### config.mk
export PLATFORM = sky130hd
export DESIGN_NAME = ulpi_reg_array
export DESIGN_NICKNAME = d
export VERILOG_FILES = /design/src/rtl/ulpi_reg_pkg.sv /design/src/rtl/ulpi_alias_reg.sv /design/src/rtl/ulpi_irq_latch.sv /design/src/rtl/ulpi_vendor_ram.sv /design/src/rtl/ulpi_reg_array.sv
export SDC_FILE = /design/constraint.sdc
export NUM_CORES = 1
export LEC_CHECK = 0
export BUFFER_PORTS_ARGS = -buffer_cell sky130_fd_sc_hd__buf_2
export CORE_UTILIZATION = 30
export DETAILED_ROUTE_END_ITERATION = 7
export SYNTH_ARGS = -nofsm -noshare
export SYNTH_HDL_FRONTEND = slang
export SYNTH_SLANG_ARGS = --single-unit
### constraint.sdc
create_clock -name clk -period 5.4 [get_ports clk]
set_input_delay 1.08 -clock clk [delete_from_list [all_inputs] [get_ports clk]]
set_output_delay 1.08 -clock clk [all_outputs]
set_load 0.05 [all_outputs]
### src/rtl/ulpi_reg_pkg.sv
`timescale 1ns/1ps
package ulpi_reg_pkg;
  localparam int AW   = 6;
  localparam int DW   = 8;
  localparam int NSRC = 5;

  // Base addresses of the three-alias control registers
  localparam int NALIAS = 4;
  localparam logic [AW-1:0] A_FUNC    = 6'h04;
  localparam logic [AW-1:0] A_OTG     = 6'h0A;
  localparam logic [AW-1:0] A_IEN     = 6'h0D;
  localparam logic [AW-1:0] A_SCRATCH = 6'h16;

  // Read-only registers
  localparam logic [AW-1:0] A_STATUS  = 6'h13;
  localparam logic [AW-1:0] A_LATCH   = 6'h14;
  localparam logic [AW-1:0] A_DEBUG   = 6'h15;

  // Vendor window
  localparam logic [AW-1:0] A_VEND    = 6'h30;
  localparam int VEND_DEPTH = 16;

  // Index of each alias register in the generated array
  typedef enum int {IX_FUNC = 0, IX_OTG = 1, IX_IEN = 2, IX_SCRATCH = 3} alias_ix_e;

  function automatic logic [AW-1:0] alias_base(input int ix);
    case (ix)
      IX_FUNC:  alias_base = A_FUNC;
      IX_OTG:   alias_base = A_OTG;
      IX_IEN:   alias_base = A_IEN;
      default:  alias_base = A_SCRATCH;
    endcase
  endfunction
endpackage

### src/rtl/ulpi_alias_reg.sv
`timescale 1ns/1ps
module ulpi_alias_reg #(
  parameter int AW = 6,
  parameter int DW = 8,
  parameter logic [AW-1:0] BASE = '0,
  parameter logic [DW-1:0] RST_VAL = '0
) (
  input  logic          clk,
  input  logic          rst,
  input  logic          wr_en,
  input  logic [AW-1:0] addr,
  input  logic [DW-1:0] wdata,
  output logic          hit,
  output logic [DW-1:0] q
);
  localparam logic [AW-1:0] A_LOAD = BASE;
  localparam logic [AW-1:0] A_SET  = BASE + AW'(1);
  localparam logic [AW-1:0] A_CLR  = BASE + AW'(2);

  assign hit = (addr == A_LOAD) || (addr == A_SET) || (addr == A_CLR);

  always_ff @(posedge clk) begin
    if (rst) begin
      q <= RST_VAL;
    end else if (wr_en) begin
      if (addr == A_LOAD)     q <= wdata;
      else if (addr == A_SET) q <= q | wdata;
      else if (addr == A_CLR) q <= q & ~wdata;
    end
  end
endmodule

### src/rtl/ulpi_irq_latch.sv
`timescale 1ns/1ps
module ulpi_irq_latch #(
  parameter int N = 5
) (
  input  logic         clk,
  input  logic         rst,
  input  logic [N-1:0] src,
  input  logic [N-1:0] rise_en,
  input  logic         rd_clr,
  output logic [N-1:0] lat
);
  logic [N-1:0] src_d;
  logic [N-1:0] rise;

  assign rise = src & ~src_d & rise_en;

  always_ff @(posedge clk) begin
    if (rst) begin
      src_d <= src;   // a level already high at reset release is not an edge
      lat   <= '0;
    end else begin
      src_d <= src;
      lat   <= (rd_clr ? '0 : lat) | rise;
    end
  end
endmodule

### src/rtl/ulpi_vendor_ram.sv
`timescale 1ns/1ps
module ulpi_vendor_ram #(
  parameter int DEPTH = 16,
  parameter int DW    = 8,
  localparam int IW   = $clog2(DEPTH)
) (
  input  logic          clk,
  input  logic          we,
  input  logic [IW-1:0] waddr,
  input  logic [DW-1:0] wdata,
  input  logic [IW-1:0] raddr,
  output logic [DW-1:0] rdata
);
  logic [DW-1:0] mem [DEPTH];

  always_ff @(posedge clk) begin
    if (we) mem[waddr] <= wdata;
    rdata <= mem[raddr];
  end
endmodule

### src/rtl/ulpi_reg_array.sv
`timescale 1ns/1ps
module ulpi_reg_array
  import ulpi_reg_pkg::*;
(
  input  logic            clk,
  input  logic            rst,
  input  logic            acc_valid,
  input  logic            acc_write,
  input  logic [AW-1:0]   acc_addr,
  input  logic [DW-1:0]   acc_wdata,
  input  logic [NSRC-1:0] irq_src,
  input  logic [1:0]      line_state,
  output logic            rd_valid,
  output logic [DW-1:0]   rd_data,
  output logic [DW-1:0]   func_ctrl,
  output logic [DW-1:0]   otg_ctrl
);
  localparam int VIW = $clog2(VEND_DEPTH);

  logic          wr_en, rd_en;
  logic [NALIAS-1:0] al_hit;
  logic [DW-1:0] al_q [NALIAS];
  logic [NSRC-1:0] lat;
  logic [AW-1:0] vend_off;
  logic          vend_hit;
  logic [DW-1:0] vend_q;
  logic [DW-1:0] rd_mux;
  logic [DW-1:0] rd_hold;
  logic          vend_sel_q;

  assign wr_en = acc_valid & acc_write;
  assign rd_en = acc_valid & ~acc_write;

  for (genvar i = 0; i < NALIAS; i++) begin : g_alias
    ulpi_alias_reg #(.AW(AW), .DW(DW), .BASE(alias_base(i)), .RST_VAL('0)) u_reg (
      .clk(clk), .rst(rst), .wr_en(wr_en), .addr(acc_addr),
      .wdata(acc_wdata), .hit(al_hit[i]), .q(al_q[i])
    );
  end

  ulpi_irq_latch #(.N(NSRC)) u_latch (
    .clk(clk), .rst(rst), .src(irq_src),
    .rise_en(al_q[IX_IEN][NSRC-1:0]),
    .rd_clr(rd_en && (acc_addr == A_LATCH)),
    .lat(lat)
  );

  assign vend_off = acc_addr - A_VEND;
  assign vend_hit = vend_off < AW'(VEND_DEPTH);

  ulpi_vendor_ram #(.DEPTH(VEND_DEPTH), .DW(DW)) u_vend (
    .clk(clk), .we(wr_en & vend_hit), .waddr(vend_off[VIW-1:0]),
    .wdata(acc_wdata), .raddr(vend_off[VIW-1:0]), .rdata(vend_q)
  );

  always_comb begin
    rd_mux = '0;
    for (int i = 0; i < NALIAS; i++) begin
      if (al_hit[i]) rd_mux = al_q[i];
    end
    if (acc_addr == A_STATUS) rd_mux = DW'(irq_src);
    if (acc_addr == A_LATCH)  rd_mux = DW'(lat);
    if (acc_addr == A_DEBUG)  rd_mux = DW'(line_state);
  end

  always_ff @(posedge clk) begin
    if (rst) begin
      rd_valid   <= 1'b0;
      rd_hold    <= '0;
      vend_sel_q <= 1'b0;
    end else begin
      rd_valid   <= rd_en;
      vend_sel_q <= rd_en & vend_hit;
      if (rd_en) rd_hold <= rd_mux;
    end
  end

  assign rd_data   = vend_sel_q ? vend_q : rd_hold;
  assign func_ctrl = al_q[IX_FUNC];
  assign otg_ctrl  = al_q[IX_OTG];
endmodule

Yosys cells after proc, flatten, opt, wreduce, memory -nomap -nowiden
Memory sizes are Yosys's and may differ from the RTL's. A register that Yosys moved wholly into a read port is not among the register bits.
Cells that the tools add are included.
W data, S select, Z words.
{"block": "word_totals", "ff_bits": 52, "latch_bits": 0, "ramBits": 128, "rom_bits": 0, "inputBits": 25, "output_inout_bits": 25, "elab_cells": 85, "n_memories": 1}
{"name": "u_vend.mem", "words": 16, "word_bits": 8, "rd": 1, "rd_ports_with_merged_regs": 1, "wr": 1, "line_no": "ulpi_vendor_ram.sv:14", "rtl": "logic [DW-1:0] mem [DEPTH];"}
{"block": "classes", "addsub": 1, "n_mul": 0, "div": 0, "order_cmp": 1, "n_eq_ne": 15, "shift": 0, "mux": 23, "n_bitwise": 18, "n_reduce_logical": 17}
{"operator": "$mux W8", "n": 20}
{"operator": "$eq A6 B4 Y1 const B", "n": 6}
{"operator": "$eq A6 B5 Y1 const B", "n": 6}
{"operator": "$and A8 B8 Y8", "n": 4}
{"operator": "$or A8 B8 Y8", "n": 4}
{"operator": "$eq A6 B3 Y1 const B", "n": 3}
{"operator": "$reduce_bool A3 Y1", "n": 4}
{"operator": "$and A5 B5 Y5", "n": 2}
{"operator": "$logic_or A1 B1 Y1", "n": 8}
{"operator": "$not A8 Y8", "n": 1}
{"operator": "$reduce_and A2 Y1", "n": 4}
{"operator": "$lt A6 B5 Y1 const B", "n": 1}
{"operator": "$sub A6 B6 Y6 const B", "n": 1}
{"operator": "$mux W5", "n": 1}
{"operator": "$not A5 Y5", "n": 1}
{"operator": "$or A5 B5 Y5", "n": 1}
{"operator": "$and A1 B1 Y1", "n": 4}
{"operator": "$mux W1", "n": 2}
{"operator": "$logic_and A1 B1 Y1", "n": 1}
{"operator": "$not A1 Y1", "n": 1}

Longest topological paths before layout
Gate-level depths: netlist of run 1.
{"block": "depth", "depth_word": 10, "depth_mapped": 7}

By module
A second synthesis of run 1 with hierarchy kept.
{"block": "hier_totals", "cells_unflattened": 558, "area_unflattened_um2": 8179.1}
{"mod": "ulpi_vendor_ram", "instances": 1, "cells_each": 229, "area_per_inst_um2": 5147.4}
{"mod": "ulpi_reg_array", "instances": 1, "cells_each": 127, "area_per_inst_um2": 992.2}
{"mod": "ulpi_alias_reg (g_alias[1].u_reg)", "instances": 1, "cells_each": 51, "area_per_inst_um2": 462.9}
{"mod": "ulpi_alias_reg (g_alias[3].u_reg)", "instances": 1, "cells_each": 50, "area_per_inst_um2": 456.7}
{"mod": "ulpi_alias_reg (g_alias[0].u_reg)", "instances": 1, "cells_each": 41, "area_per_inst_um2": 434.2}
{"mod": "ulpi_alias_reg (g_alias[2].u_reg)", "instances": 1, "cells_each": 35, "area_per_inst_um2": 391.6}
{"mod": "ulpi_irq_latch", "instances": 1, "cells_each": 25, "area_per_inst_um2": 294.0}

Least setup slack after synthesis of run 1
Ideal clock, no wire load.
{"block": "synth_path", "path_type": "input to register", "start": "input port acc_addr[3]", "end": "memory u_vend.mem[13][0], enable pin", "t_arrival_ps": 2289, "required_ps": 5030, "setup_slack_ps": 2741, "stages": 5, "n_path_buf": 3, "cell_sequence": "buf_4 > clkbuf_1 > buf_2 > nand3_1 > nor2_1"}
{"block": "synth_between", "elab_chain_len": 5}
{"element": "from (decl)", "line_no": "ulpi_reg_array.sv:9", "rtl": "input logic [AW-1:0] acc_addr,"}
{"element": "$sub A6 B6 Y6 *", "line_no": "ulpi_reg_array.sv:48", "rtl": "assign vend_off = acc_addr - A_VEND;"}
{"element": "$lt A6 B5 Y1", "line_no": "ulpi_reg_array.sv:49", "rtl": "assign vend_hit = vend_off < AW'(VEND_DEPTH);"}
{"element": "$and A1 B1 Y1", "line_no": "ulpi_reg_array.sv:52", "rtl": ".clk(clk), .we(wr_en & vend_hit), .waddr(vend_off[VIW-1:0]),"}
{"element": "$mux W1", "line_no": "ulpi_vendor_ram.sv:17", "rtl": "if (we) mem[waddr] <= wdata;"}
{"element": "$mux W1 (implied by the code)", "line_no": "ulpi_vendor_ram.sv:17"}
{"element": "to (decl)", "line_no": "ulpi_vendor_ram.sv:14"}
Every way passes the cells marked *; elsewhere a longest branch is shown, timed or not.

Final worst setup path of run 1
{"block": "layout_path", "start": "input port acc_addr[0]", "end": "register rd_hold[7]"}
{"block": "layout_between", "elab_chain_len": 10, "word_cells_on_any_way": 30, "classes_between": "eq/ne: 15; mux: 7; reduce/logical: 8"}
{"element": "$eq A6 B3 Y1", "line_no": "ulpi_alias_reg.sv:20", "rtl": "assign hit = (addr == A_LOAD) || (addr == A_SET) || (addr == A_CLR);"}
{"element": "$logic_or A1 B1 Y1 (2 in a row)", "line_no": "ulpi_alias_reg.sv:20"}
{"element": "$mux W8 (4 in a row)", "line_no": "ulpi_reg_array.sv:59", "rtl": "if (al_hit[i]) rd_mux = al_q[i];"}
{"element": "$mux W8", "line_no": "ulpi_reg_array.sv:61", "rtl": "if (acc_addr == A_STATUS) rd_mux = DW'(irq_src);"}
{"element": "$mux W8", "line_no": "ulpi_reg_array.sv:62", "rtl": "if (acc_addr == A_LATCH) rd_mux = DW'(lat);"}
{"element": "$mux W8 *", "line_no": "ulpi_reg_array.sv:63", "rtl": "if (acc_addr == A_DEBUG) rd_mux = DW'(line_state);"}
{"element": "to (signal assigned)", "line_no": "ulpi_reg_array.sv:74", "rtl": "if (rd_en) rd_hold <= rd_mux;"}
{"element": "to (decl)", "line_no": "ulpi_reg_array.sv:28", "rtl": "logic [DW-1:0] rd_hold;"}
Marked as above.
A chain may end at the register's enable or synchronous reset.

==> results of run 1 <==
[cells in the mapped netlist (4+ instances only)]
cell type  number
o211ai_1       20
buf_1           6
mux2_2         10
mux4_2         40
buf_2          10
a32o_1          9
nor2_1         33
and3_1          7
o21ai_0        33
o2111ai_1       6
a21oi_1        44
clkbuf_1       22
dfxtp_1        60
nand3_1         6
inv_1          17
a32oi_1         6
buf_4          20
nand2_1        27
nand2b_1        4
o221ai_1        4
edfxtp_1      128
nor2b_1         6
[metrics by stage]
stage | utilization [%] | instance area [um2] | cells | hold WS, ns
6_report | 34.2 | 8970 | 927 | 0.490
4_1_cts | 34.2 | 8970 | 927 | 0.490
3_5_place_dp | 32.1 | 8410 | 896 | 0.474
5_1_grt | 34.2 | 8970 | 927 | 0.522
3_3_place_gp | 32.1 | 8410 | 896 | 0.465
2_1_floorplan | - | 8070 | 572 | 0.421
[cell type report]
class | instances | area (um2)
well taps | 335 | 419
multi-input cells | 304 | 2620
repair buffers | 52 | 268
flip-flops and latches | 188 | 5040
inverters | 17 | 63.8
fillers | 2513 | 17200
clock inverters | 14 | 126
clock buffers | 17 | 425
[layer usage]
metal | global-route usage [%] | vias up | part of all wire [%]
met1 | 21.8 | 2546 | 46
met3 | 2.76 | 29 | 6.4
met4 | 5.97 | 0 | 2.1
met2 | 22.6 | 204 | 45
met5 | 0 | - | 0
li1 | - | 2245 | -
[path summary, 6_finish.rpt]
path / startpoint / end / slack [ns]
worst max register to register: u_vend.mem[15][0]$_DFFE_PP_ / u_vend.rdata[0]$_DFF_P_ / 3.83
worst min-delay path: flop / flop / 0.49
worst max-delay path: acc_addr[0] / rd_hold[7]$_SDFFE_PP0P_ / 2.22
worst min register to register: flop / flop / 0.49
[power by group through the flow]
stage / combinational (W) / sequential [W] / clock (W)
after floorplan: 0.000122 / 0.00159 / 0
after global placement: 0.000183 / 0.00159 / 0
after detailed placement: 0.000184 / 0.00159 / 0
after CTS: 0.000184 / 0.00156 / 0.00120
after global routing: 0.000198 / 0.00156 / 0.00126
final: 0.000185 / 0.00156 / 0.00119
[cell usage in the layout, fill, tap and decap left out, types with 3 or more instances in the layout]
cell / n
nor2_1: 33
o21ai_0: 33
inv_6: 5
clkinvlp_4: 3
o21a_1: 3
o2111ai_1: 6
o211ai_1: 20
a32oi_1: 6
and4_1: 3
mux4_2: 40
and3_1: 7
nand3_1: 6
buf_4: 3
a32o_1: 9
nand2_1: 27
edfxtp_1: 128
nand2b_1: 4
buf_2: 49
dfxtp_1: 60
nor2b_1: 6
o221ai_1: 4
clkbuf_16: 17
inv_1: 17
mux2_2: 10
clkinv_4: 3
a21oi_1: 44
inv_8: 3
[cell families after synthesis]
logic type / Yosys count / share of synthesized area [%]
multiplexers: 50 / 12.6
buffers and inverters: 80 / 5.12
flip-flops: 188 / 62.5
AO/OA/AOI/OAI: 148 / 12.5
AND/OR/NAND/NOR: 106 / 7.33
[worst register-to-register path: stages (launching register included)]
cell	delay, ns
edfxtp_1	0.38
mux4_2	0.53
mux4_2	0.52
==> run metrics, run 1 <==
crit path DAT 3.48 ns; count of cell types in the netlist 57; share of cells above drive strength 1 24.2%; setup bufs post-CTS 0; Slew @ Worst Pin 0.870 ns; vias in the first global route 4,962; WL final 20.3 mm; pre-CTS setup slack 1.74 ns; number of DRC markers in iteration 0 535; Comb pwr share 6.3%; routability cong. 0.838; Vias 5,024; Max VDD drop 235 uV; Fin Clk Skew 0.00904 ns; r2r worst-path depth 2; yosys warns 0; leak pwr 2.93 nW; Starting Density 30.8%; Final Hold Fails 0; worst path bufs/invs 2; top-area cell type share of the netlist area 47.6%; Setup CP Type in2reg; I/O pin count 50; GRT Resource Usage Total 15.2%; Core Area 26,200 um2; Pint 0.00222 W; area grow syn2layout 11.1%; Worst path top cell family by delay compound AO/OA/AOI/OAI gates; CTS tree yes; Remaining Overflow, GRT 0; Async SR Flop Fraction 0%; clock network power share 40.6%; Clk pin slew, worst setup/hold paths 0.07 ns; min-delay worst type reg2reg; FMAX 0.315 GHz; Critical Path Start Type primary input; PD cells 327 nW/um2; Synth area leaders edfxtp_1, dfxtp_1, mux4_2, a21oi_1, o21ai_0; critical-path cell list buf_2 -> buf_4 -> nor4b_2 -> o21a_1 -> a2111oi_0 -> o21ai_0; number of buffers created by CTS 17; sequential area share after synthesis 62.5%; initial antenna violation count 0; CP required 5.70 ns; vias per std cell 5.42; post_cts resized 0; Port Buffer Count 49; flop and latch count out of synthesis 188; Ant. Diodes 0; number of detailed-route iterations in the first pass 7; DR DRC count 6; syn nets 597; slowest CP cell a2111oi_0; Clock Latency Late Sink 0.43 ns; CTS Hold Bufs 0; first-pass GRT wire length 31.2 mm; EDFF count, synth 128; Reg power frac 53.1%; failing checks DRC; Chip Width 166 um; Switching Share 24.4%; # rows 59; final setup TNS 0 ns; status finished, violations left; post-route worst setup slack 2.22 ns; Worst slew margin 41.8%; endpoints failing setup 0; CTS Buffer Depth 2; Num Clock Sinks 188; unrepaired setup endpoints after global routing no; CP Depth 6; die area 27,600 um2; Tmin final 3.18 ns; Avg Cell Area, Syn 14.1 um2; Netlist Area Pre-Place 8070 um2; Max Cap Viol 0; Total Nets Final 605; Max FO, Critical Path 30; fin. max-slew vios 0; CTS root buf clkbuf_16; Final period util 58.9%; Post-DP HPWL 13.3 mm; prevailing post-synth register cell edfxtp_1; crit-path max cell delay 0.58 ns; largest net degree at the start of global routing 35; Routed Antenna Nets 0; Gate Count Post-Synth 572; total chip power 0.00293 W; routed len/inst 21.9 um; post-synth top area cell edfxtp_1; hold path depth 2; P_sw 0.000714 W; endpoint type of the worst setup path flop; die height 166 um; htree depth 4
No activity file was read; power rests on OpenSTA's default activity.
==> run 2: changes to the inputs <==
Clock period 5.4 ns to 3 ns, I/O delays scaled along.
==> run 2 against run 1 <==
Effect of this change: the flow still finishes with violations (DRC); final cell count is 3.1% higher; wire length is 1.8% higher; clock power is 87% higher; flip-flop and latch count stayed put; hold slack worse by 0.19 ns; first-iteration DRC count is 4.9% higher; sequential share of layout area is 1.7 points lower; die area stayed put; register-to-register slack worse by 2.4 ns; critical path type unchanged; largest cell class unchanged; largest power group unchanged.
==> run metrics, run 2 (synthesis results as in run 1) <==
Finished Core Util 35.3% (+1.1 points); Tmin final 2.25 ns; number of DRC markers in iteration 0 561 (+4.9%); number of detailed-route iterations in the first pass 7 (unchanged); unrepaired setup endpoints after global routing no; Num Clock Sinks 188 (unchanged); I/O pin count 50 (unchanged); vias per std cell 5.32 (-1.8%); Comb pwr share 6.5% (+0.2 points); vias in the first global route 5,093 (+2.6%); status finished, violations left; Total Nets Final 633 (+4.6%); Reg power frac 52.0% (-1.1 points); Remaining Overflow, GRT 0 (unchanged); clock network power share 41.4% (+0.8 points); Critical Path Start Type primary input; P_sw 0.00129 W (+81%); share of cells above drive strength 1 27.5% (+3.4 points); CTS Buffer Depth 2 (unchanged); Routed Antenna Nets 0 (unchanged); Post-DP HPWL 13.8 mm (+3.2%); htree depth 4 (unchanged); GRT Resource Usage Total 15.6% (+0.47 points); first-pass GRT wire length 32.1 mm (+2.8%); Max Cap Viol 0 (unchanged); Port Buffer Count 49 (unchanged); Critical Path Source acc_addr[3]; WL final 20.7 mm (+1.8%); DR DRC count 6 (unchanged); Setup CP Type in2reg; Clock Latency Late Sink 0.44 ns (about the same); post_cts resized 0 (unchanged); fin. max-slew vios 0 (unchanged); most common library cell in the layout ignoring fill and taps edfxtp_1; Switching Share 24.1% (-0.32 points); Chip Width 166 um (unchanged); CP required 3.34 ns (-2.36 ns); crit path DAT 2.58 ns (-0.90 ns); Slew @ Worst Pin 0.677 ns (-0.193 ns); reg-to-reg slack, setup 1.41 ns (-2.42 ns); Core Area 26,200 um2 (unchanged); Fin Clk Skew 0.0100 ns (+0.000984 ns); Clk pin slew, worst setup/hold paths 0.07 ns (about the same); pre-CTS setup slack 0.367 ns (-1.37 ns); endpoints failing setup 0 (unchanged); min-delay src irq_src[2]; die area 27,600 um2 (unchanged); routability cong. 0.837 (about the same); Starting Density 30.8% (unchanged); Final period util 74.9%; Pint 0.00409 W (+84%); FMAX 0.445 GHz; number of buffers created by CTS 17 (unchanged); initial antenna violation count 0 (unchanged); failing checks DRC; routed len/inst 21.6 um (-1.3%); # rows 59 (unchanged); Fillers 2,526 (+0.52%); Final Hold Fails 0 (unchanged); CTS Hold Bufs 0 (unchanged); commonest non-fill, non-tap cells in the layout edfxtp_1, dfxtp_1, buf_2; min-delay worst type in2reg; area grow syn2layout 14.7%; final setup TNS 0 ns (unchanged); Max VDD drop 339 uV (+44%); Max FO, Critical Path 31 (+3.3%); PD cells 581 nW/um2 (+78%); Worst slew margin 54.4% (+13 points); setup bufs post-CTS 0 (unchanged); die height 166 um (unchanged); CTS tree yes; CTS root buf clkbuf_16; leak pwr 3.11 nW (+6.4%); post-route worst setup slack 0.754 ns (-1.47 ns); endpoint type of the worst setup path flop; largest net degree at the start of global routing 36 (+2.9%); Vias 5,087 (+1.3%); Ant. Diodes 0 (unchanged)
## run 2: changes by cell type in the layout (fill, tap and decap cells not counted), sizes merged
cell,previous run,this run
clkinv,3,5
inv,25,23
clkbuf,17,20
clkinvlp,3,1
buf,52,80
## run 2: metal layers
| layer | share of wire (%) | up-vias | track usage (%) | wire (um) |
|---|---|---|---|---|
| li1 | - | 2295 | - | - |
| met1 | 45 | 2548 | 21.7 | 9320 |
| met2 | 46 | 218 | 23.6 | 9490 |
| met3 | 7.0 | 26 | 3.67 | 1450 |
| met4 | 1.9 | 0 | 6.14 | 393 |
| met5 | 0 | - | 0 | 0 |
## run 2: layout make-up
cell class	count	area [um2]	area share, %
clock buffer	20	468	5.06
clock inverter	12	124	1.34
inverter	17	63.8	0.690
multi-input combinational	304	2620	28.3
sequential	188	5040	54.5
tap	335	419	4.53
timing repair buffer	80	515	5.57
## run 2: metrics by stage
step / power (W) / hold slack [ns] / cell area [um2] / std cells
after global placement: 0.00321 / 0.460 / 8660 / 924
after global routing: 0.00555 / 0.292 / 9250 / 956
after floorplan: 0.00307 / 0.421 / 8070 / 572
final: 0.00538 / 0.297 / 9250 / 956
after detailed placement: 0.00321 / 0.470 / 8660 / 924
after CTS: 0.00541 / 0.286 / 9250 / 956
## run 2: worst paths after layout
kind,end,cells past startpoint
worst max-delay path,flop,5
worst min-delay path,u_latch.src_d[2]$_DFF_P_,1
worst max register to register,rd_hold[4]$_SDFFE_PP0P_,4
worst min register to register,flop,2
## run 2: critical path: stages
cell,delay [ns]
buf_2,0.51
nor4b_2,0.43
o21a_1,0.54
o211ai_1,0.19
a32o_1,0.29
## run 2: power by group through the flow
stage	Combinational (W)	Clock, W	Sequential [W]
after detailed placement	0.000350	0	0.00286
after global routing	0.000376	0.00237	0.00280
final	0.000350	0.00223	0.00280
after floorplan	0.000220	0	0.00285
after global placement	0.000347	0	0.00286
after CTS	0.000351	0.00226	0.00280
==> run 3: changes to the inputs <==
Clock period 3 ns to 1.9 ns, I/O delays scaled along.
==> run 3 against run 2 <==
Effect of this change: the flow still finishes with violations (DRC); utilization is 2.0 points higher; first-iteration DRC count decreased by 5.7%; global-route usage increased by 0.48 points; sequential share of layout area down 2.9 points; sequential power is 58% higher; hold slack worse by 0.20 ns; largest cell class unchanged.
==> run metrics, run 3 (synthesis results as in run 1) <==
Max Cap Viol 0 (unchanged); crit path DAT 1.46 ns (-1.12 ns); reg-to-reg slack, setup 0.28 ns (-1.13 ns); CTS root buf clkbuf_16; share of cells above drive strength 1 33.9% (+6.4 points); Max FO, Critical Path 8 (-74%); pre-CTS setup slack -0.291 ns (-0.658 ns); routed len/inst 21.2 um (-2.1%); Post-Place Cells 981 (+6.2%); unrepaired setup endpoints after global routing no; min-delay worst type in2reg; endpoint type of the worst setup path output port; CTS tree yes; Final Hold Fails 0 (unchanged); Finished Core Util 37.3% (+2.0 points); area grow syn2layout 21.2%; Clock Latency Late Sink 0.43 ns (about the same); DR DRC count 6 (unchanged); initial antenna violation count 1 (+1); Clk pin slew, worst setup/hold paths 0.07 ns (about the same); WL final 21.4 mm (+3.7%); largest net degree at the start of global routing 25 (-31%); htree depth 4 (unchanged); CTS Buffer Depth 2 (unchanged); most common library cell in the layout ignoring fill and taps edfxtp_1; Fin Clk Skew 0.0139 ns (+0.00388 ns); FMAX 0.544 GHz; worst hold margin 0.0947 ns (-0.203 ns); vias per std cell 5.20 (-2.4%); status finished, violations left; Starting Density 30.8% (unchanged); Tmin final 1.84 ns; Placement Cell Area 9140 um2 (+5.5%); Post-DP HPWL 15.2 mm (+10%); Max VDD drop 640 uV (+89%); Vias 5,263 (+3.5%); Num Clock Sinks 188 (unchanged); vias in the first global route 5,202 (+2.1%); Critical Path Source vend_sel_q$_SDFF_PP0_; Core Area 26,200 um2 (unchanged); r2r worst-path depth 4 (unchanged); number of detailed-route iterations in the first pass 8 (+1); routability cong. 0.873 (+4.3%); post_cts resized 2 (+2); GRT Resource Usage Total 16.1% (+0.48 points); Remaining Overflow, GRT 0 (unchanged); # rows 59 (unchanged); number of DRC markers in iteration 0 529 (-5.7%); I/O pin count 50 (unchanged); Worst setup endpoint rd_data[7]; Critical Path Start Type flop; failing checks DRC; number of buffers created by CTS 17 (unchanged); Total Nets Final 690 (+9.0%); Ant. Diodes 0 (unchanged); fin. max-slew vios 0 (unchanged); leak pwr 3.43 nW (+10%); Worst slew margin 57.4% (+3.1 points); Setup CP Type reg2out; Final period util 96.8%; Routed Antenna Nets 0 (unchanged); die area 27,600 um2 (unchanged); Post-Layout Cell Count 1,013 (+6.0%); Slew @ Worst Pin 0.622 ns (-0.0552 ns); Port Buffer Count 49 (unchanged); PD cells 901 nW/um2 (+55%); CP required 1.52 ns (-1.82 ns); commonest non-fill, non-tap cells in the layout edfxtp_1, buf_4, dfxtp_1; Chip Width 166 um (unchanged); Fillers 2,448 (-3.1%); die height 166 um (unchanged); first-pass GRT wire length 32.9 mm (+2.6%); post-route cell area 9780 um2 (+5.7%); setup bufs post-CTS 0 (unchanged); endpoints failing setup 0 (unchanged); RR Endpoint rd_hold[2]$_SDFFE_PP0P_; post-route worst setup slack 0.0617 ns (-0.693 ns); CTS Hold Bufs 0 (unchanged)
==> run 3: cell count changes in the layout (fill, tap and decap cells not counted), sizes merged <==
cell	previous run	this run
buf	80	137
clkinv	5	4
inv	23	25
clkinvlp	1	0
bufinv	0	2
clkbuf	20	18
==> run 3: worst min-delay path by stage <==
| stage | start | end | cells after the start |
|---|---|---|---|
| floorplan | irq_src[0] | u_latch.src_d[0]$_DFF_P_ | 0 |
| global placement | rd_hold[7]$_SDFFE_PP0P_ | rd_hold[7]$_SDFFE_PP0P_ | 2 |
| detailed placement | flop | flop | 2 |
| CTS | irq_src[3] | u_latch.src_d[3]$_DFF_P_ | 1 |
| global route | irq_src[3] | u_latch.src_d[3]$_DFF_P_ | 1 |
| finish | irq_src[4] | u_latch.src_d[4]$_DFF_P_ | 1 |
==> run 3: worst max-delay path: stages (launching register included) <==
cell	delay (ns)
dfxtp_4	0.42
mux2_2	0.38
buf_2	0.22
==> run 3: area by class of cell <==
class | instances | area [um2] | share of cell area, %
Clock buffer | 18 | 429 | 4.39
Clock inverter | 14 | 205 | 2.10
Inverter | 17 | 63.8 | 0.652
Multi-Input combinational cell | 304 | 2620 | 26.8
Sequential cell | 188 | 5050 | 51.6
Tap cell | 335 | 419 | 4.29
Timing Repair Buffer | 137 | 993 | 10.2
==> run 3: per-stage QoR <==
stage          power (W)  TNS (ns)
2_1_floorplan    0.00486     -3.00
3_3_place_gp     0.00514     -1.45
3_5_place_dp     0.00515     -1.99
4_1_cts          0.00888         0
5_1_grt          0.00909         0
6_report         0.00881         0
==> run 3: report_power, final <==
part	leakage, nW	total (W)	switching, W	internal [W]
Combinational	1.48	0.000627	0.000368	0.000258
Clock	0.309	0.00376	0.00172	0.00204
Sequential	1.64	0.00443	0.0000245	0.00440
Total	3.43	0.00881	0.00212	0.00670
==> run 3: per-layer routing <==
metal  vias to the layer above  global-route usage [%]  part of all wire [%]
li1                       2416                       -                     -
met1                      2636                    22.4                    45
met2                       194                    25.2                    47
met3                        17                    3.60                   6.4
met4                         0                    4.59                   1.3
met5                         -                       0                     0
